[src/rtl/pdl_pkg.sv]
package pdl_pkg;
  typedef enum logic [1:0] {
    ST_IDLE = 2'b00,
    ST_UP   = 2'b01,
    ST_DN   = 2'b10,
    ST_BOTH = 2'b11
  } flag_e;

  typedef struct packed {
    logic oe;
    logic lvl;
  } pin_t;

  function automatic pin_t pin_for(flag_e s, logic invert);
    pin_t p;
    unique case (s)
      ST_UP:   p = '{oe: 1'b1, lvl: ~invert};
      ST_DN:   p = '{oe: 1'b1, lvl: invert};
      default: p = '{oe: 1'b0, lvl: 1'b0};
    endcase
    return p;
  endfunction
endpackage

[src/rtl/in_edge.sv]
module in_edge #(
  parameter int SYNC_STAGES = 2
) (
  input  logic clk_i,
  input  logic rst_ni,
  input  logic sig_i,
  output logic rise_o
);
  logic [SYNC_STAGES-1:0] sync_q;
  logic                   last_q;

  generate
    if (SYNC_STAGES == 1) begin : g_one
      always_ff @(posedge clk_i or negedge rst_ni)
        if (!rst_ni) sync_q <= '0;
        else         sync_q <= sig_i;
    end else begin : g_chain
      always_ff @(posedge clk_i or negedge rst_ni)
        if (!rst_ni) sync_q <= '0;
        else         sync_q <= {sync_q[SYNC_STAGES-2:0], sig_i};
    end
  endgenerate

  always_ff @(posedge clk_i or negedge rst_ni)
    if (!rst_ni) last_q <= 1'b0;
    else         last_q <= sync_q[SYNC_STAGES-1];

  assign rise_o = sync_q[SYNC_STAGES-1] & ~last_q;
endmodule

[src/rtl/pfd_core.sv]
module pfd_core
  import pdl_pkg::*;
(
  input  logic  clk_i,
  input  logic  rst_ni,
  input  logic  ref_rise_i,
  input  logic  vco_rise_i,
  output flag_e st_o
);
  logic up_q, dn_q;

  always_ff @(posedge clk_i or negedge rst_ni) begin
    if (!rst_ni) begin
      up_q <= 1'b0;
      dn_q <= 1'b0;
    end else if (up_q && dn_q) begin
      // release both; an edge seen now re-arms its own flag
      up_q <= ref_rise_i;
      dn_q <= vco_rise_i;
    end else begin
      up_q <= up_q | ref_rise_i;
      dn_q <= dn_q | vco_rise_i;
    end
  end

  assign st_o = flag_e'({dn_q, up_q});
endmodule

[src/rtl/pin_map.sv]
module pin_map
  import pdl_pkg::*;
#(
  parameter bit INVERT = 1'b0
) (
  input  flag_e st_i,
  output pin_t  pin_o
);
  assign pin_o = pin_for(st_i, INVERT);
endmodule

[src/rtl/lock_mon.sv]
module lock_mon
  import pdl_pkg::*;
#(
  parameter int LOCK_WIDTH = 2,
  parameter int LOCK_COUNT = 4
) (
  input  logic  clk_i,
  input  logic  rst_ni,
  input  flag_e st_i,
  output logic  lock_o
);
  localparam int WW = $clog2(LOCK_WIDTH + 1);
  localparam int CW = $clog2(LOCK_COUNT + 1);
  localparam logic [WW-1:0] W_LAST = WW'(LOCK_WIDTH - 1);
  localparam logic [WW-1:0] W_SAT  = WW'(LOCK_WIDTH);
  localparam logic [CW-1:0] C_LAST = CW'(LOCK_COUNT - 1);
  localparam logic [CW-1:0] C_SAT  = CW'(LOCK_COUNT);

  logic [WW-1:0] err_q;
  logic [CW-1:0] good_q;
  logic          wide_q, lock_q;
  logic          err, done;

  assign err  = (st_i == ST_UP) || (st_i == ST_DN);
  assign done = (st_i == ST_BOTH);

  always_ff @(posedge clk_i or negedge rst_ni) begin
    if (!rst_ni) begin
      err_q  <= '0;
      good_q <= '0;
      wide_q <= 1'b0;
      lock_q <= 1'b0;
    end else if (err) begin
      if (err_q == W_LAST) begin
        wide_q <= 1'b1;
        lock_q <= 1'b0;
        good_q <= '0;
      end
      if (err_q != W_SAT) err_q <= err_q + 1'b1;
    end else if (done) begin
      err_q  <= '0;
      wide_q <= 1'b0;
      if (!wide_q) begin
        if (good_q == C_LAST) lock_q <= 1'b1;
        if (good_q != C_SAT)  good_q <= good_q + 1'b1;
      end
    end
  end

  assign lock_o = lock_q;
endmodule

[src/rtl/phase_det_lock.sv]
module phase_det_lock
  import pdl_pkg::*;
#(
  parameter int SYNC_STAGES = 2,
  parameter int LOCK_WIDTH  = 2,
  parameter int LOCK_COUNT  = 4
) (
  input  logic clk_i,
  input  logic rst_ni,
  input  logic ref_i,
  input  logic vco_i,
  output logic up_o,
  output logic dn_o,
  output logic pos_o,
  output logic pos_oe_o,
  output logic neg_o,
  output logic neg_oe_o,
  output logic lock_o
);
  localparam int NPIN = 2;

  logic  ref_rise, vco_rise;
  flag_e st;
  pin_t  pins [NPIN];

  in_edge #(.SYNC_STAGES(SYNC_STAGES)) u_ref_edge (
    .clk_i(clk_i), .rst_ni(rst_ni), .sig_i(ref_i), .rise_o(ref_rise)
  );
  in_edge #(.SYNC_STAGES(SYNC_STAGES)) u_vco_edge (
    .clk_i(clk_i), .rst_ni(rst_ni), .sig_i(vco_i), .rise_o(vco_rise)
  );

  pfd_core u_core (
    .clk_i(clk_i), .rst_ni(rst_ni),
    .ref_rise_i(ref_rise), .vco_rise_i(vco_rise), .st_o(st)
  );

  // pin 0 positive polarity, pin 1 negative polarity
  for (genvar g = 0; g < NPIN; g++) begin : g_pin
    pin_map #(.INVERT(g[0])) u_map (.st_i(st), .pin_o(pins[g]));
  end

  lock_mon #(.LOCK_WIDTH(LOCK_WIDTH), .LOCK_COUNT(LOCK_COUNT)) u_lock (
    .clk_i(clk_i), .rst_ni(rst_ni), .st_i(st), .lock_o(lock_o)
  );

  assign up_o     = st[0];
  assign dn_o     = st[1];
  assign pos_o    = pins[0].lvl;
  assign pos_oe_o = pins[0].oe;
  assign neg_o    = pins[1].lvl;
  assign neg_oe_o = pins[1].oe;
endmodule

[config.mk]
export PLATFORM = sky130hd
export DESIGN_NAME = phase_det_lock
export DESIGN_NICKNAME = d
export VERILOG_FILES = /design/src/rtl/pdl_pkg.sv /design/src/rtl/in_edge.sv /design/src/rtl/pfd_core.sv /design/src/rtl/pin_map.sv /design/src/rtl/lock_mon.sv /design/src/rtl/phase_det_lock.sv
export SDC_FILE = /design/constraint.sdc
export NUM_CORES = 1
export LEC_CHECK = 0
export ABC_AREA = 1
export BUFFER_PORTS_ARGS = -buffer_cell sky130_fd_sc_hd__buf_4
export CORE_MARGIN = 2
export CORE_UTILIZATION = 53
export DETAILED_ROUTE_END_ITERATION = 16
export HOLD_SLACK_MARGIN = 0.02
export PLACE_DENSITY = 0.75
export SETUP_SLACK_MARGIN = 0.05
export SLEW_MARGIN = 15
export SYNTH_ARGS = -nofsm -noshare
export SYNTH_HDL_FRONTEND = slang
export SYNTH_SLANG_ARGS = --single-unit
export TNS_END_PERCENT = 5
[constraint.sdc]
create_clock -name clk_i -period 1.9 [get_ports clk_i]
set_input_delay 0.19 -clock clk_i [delete_from_list [all_inputs] [get_ports clk_i]]
set_output_delay 0.19 -clock clk_i [all_outputs]
set_load 0.05 [all_outputs]
==> impl_metrics.ini <==
[clock_tree]
cts_hold_buf = 3
cts_resized = 0
tritoncts = done
cts.sinks = 15
cts_buffer_depth = 2
clock-root-buffer = clkbuf_4
h-tree-depth = 1
insertion_delay_ps = 290
postCtsSetupBuffers = 0
cts_buffers = 3
clk_pin_slew_ps = 90

[yosys]
synth.most_common_cell = dfrtp_1
yosysWarnings = 0
yosysSeqAreaShare_pct = 51.9
synthFlopType = dfrtp_1
syn_nets = 82
yosys.area.top_type_share_pct = 51.9
yosysTopAreaCell = dfrtp_1
synthesis.area_um2 = 723
synth-seq-cells = 15
async_reset_ff_share_pct = 100
synth_cell_type_count = 16
avgSynthCellArea_um2 = 10.5
yosys-top-cells-area = dfrtp_1 52%, ha_1 16%, inv_1 7.3%
synthCells = 69
synth_edf_count = 0
synth_common_cells = 15 x dfrtp_1, 14 x inv_1, 9 x ha_1, 8 x nand2_1

[cells_and_area]
fill_cells = 111
area_growth_pct = 20.6
final_util_pct = 67.9
drive_gt1_share_pct = 28.2
diodes = 0
multi_input_area_um2 = 287
seq_area_um2 = 378
finalNetCount = 99

[drt]
vias = 486
drt_iter0_drc = 7
postRouteAntennaNets = 0
vias_per_cell = 4.86
avgRoutedWirePerCell_um = 11.2
totalWireLength_mm = 1.12
drc_errors = 0
dr.pass1.iters = 4

[global_route]
grt_start_max_net_pins = 16
grt_pass1_vias = 452
grt.total_usage_pct = 18.6
grt_overflow_total = 0
antenna_found_initial = 0
grt_first_pass_wirelength_mm = 1.84

[worst_hold_path]
holdCritPathClass = primary input to async pin

[setup_path]
end_kind = primary output
cp-startpoint = u_core.dn_q
r2r_cells = 8
r2r_end = u_lock.good_q[0]
cp.required_ps = 1710
endpoint = pos_oe_o
critPathLaunchType = flip-flop
crit_type = flip-flop to primary output
arrival_ps = 1430
cp_max_fo = 9
r2r_setup_slack_ps = 410
worstReg2RegStart = u_core.up_q

[sta]
fin_crit_ps = 1620
worstMarginPinSlew_ps = 194
setup_viol_count_final = 0
max-slew-margin-rel_pct = 87.1
period_share_pct = 85.5
fmax_mhz = 615
rsz0062_at_grt = false
hold_violations = 0
finClkSkew_ps = 0.826
slew_viol_final = 0
tns_ps = 0
fin_ws_ps = 275

[floorplan]
row_count = 13
io_pins = 11
die-area_mm2 = 0.00168
die_w_um = 40.9
dieHeight_um = 40.9
coreArea_mm2 = 0.00128
start_util_pct = 56.3

[place]
gp_routability_congestion = 0.702
io_buffers = 10
dpl.hpwl_um = 832
place_ws_ps = 421

[outcome]
status = completed

[job]
maxCapViolCount = 0
-- layout make-up --
type / count / share of cell area (%)
sequential: 15 / 43.3
multi-input combinational: 38 / 32.9
timing repair buffer: 13 / 12.1
tap: 15 / 2.15
clock buffer: 3 / 2.58
inverter: 15 / 6.46
clock inverter: 1 / 0.574
-- sequential cells by signal, summed over array words and instances (netlist names) --
| register | cells |
|---|---|
| u_lock.lock_o | 1 |
| u_vco_edge.sync_q | 2 |
| u_lock.err_q | 2 |
| u_lock.wide_q | 1 |
| u_core.dn_q | 1 |
| u_vco_edge.last_q | 1 |
| u_core.up_q | 1 |
| u_ref_edge.last_q | 1 |
| u_ref_edge.sync_q | 2 |
| u_lock.good_q | 3 |
-- worst max-delay path: stages (launching register included) --
cell	delay (ps)
dfrtp_2	400
inv_1	80
ha_2	440
buf_4	230
-- per-stage QoR --
step / hold WS [ps] / area [um^2] / cells
4_1_cts: 275 / 872 / 100
6_report: 278 / 872 / 100
5_1_grt: 290 / 872 / 100
3_5_place_dp: 50.8 / 815 / 93
3_3_place_gp: 51.4 / 815 / 93
2_1_floorplan: -106 / 728 / 69
-- per-layer routing --
metal  vias to the layer above  GRT usage (%)  wire length, um
li1                        249              -                -
met1                       222           19.4              488
met2                        10           29.7              539
met3                         5           6.52               46
met4                         0           15.0               45
met5                         -              0                0
-- placed cells by master, fill, tap and decap left out --
| cell type | n |
|---|---|
| a21oi_1 | 1 |
| buf_4 | 10 |
| clkbuf_4 | 3 |
| clkinv_2 | 1 |
| dfrtp_1 | 13 |
| dfrtp_2 | 2 |
| dlygate4sd3_1 | 3 |
| ha_1 | 8 |
| ha_2 | 1 |
| inv_1 | 14 |
| inv_2 | 1 |
| nand2_1 | 8 |
| nand2_2 | 2 |
| nand2_4 | 2 |
| nand3_1 | 1 |
| nand3_2 | 1 |
| nand3_4 | 1 |
| nand4_1 | 4 |
| nor2_1 | 4 |
| o21ai_1 | 2 |
| o22ai_1 | 3 |
-- worst min-delay path by stage --
| stage | from | to | slack [ps] |
|---|---|---|---|
| 6_report | rst_ni | u_vco_edge.sync_q[0] | 280 |
| 5_1_grt | rst_ni | u_lock.good_q[1] | 290 |
| 4_1_cts | rst_ni | u_ref_edge.sync_q[0] | 270 |
| 3_5_place_dp | rst_ni | u_ref_edge.sync_q[0] | 50 |
| 3_3_place_gp | rst_ni | u_ref_edge.sync_q[0] | 50 |
| 2_1_floorplan | rst_ni | u_core.dn_q | -110 |
-- cell families after synthesis --
logic type / count (synthesis) / synth area share (%)
DFF: 15 / 51.9
adders and majority gates: 9 / 15.6
AOI/OAI and AO/OA: 6 / 4.67
and+or+nand+nor: 23 / 19.0
buffers and inverters: 16 / 8.82
Power is not shown: default switching activity piles up to over one toggle a cycle in this logic, so the estimate is an artifact.
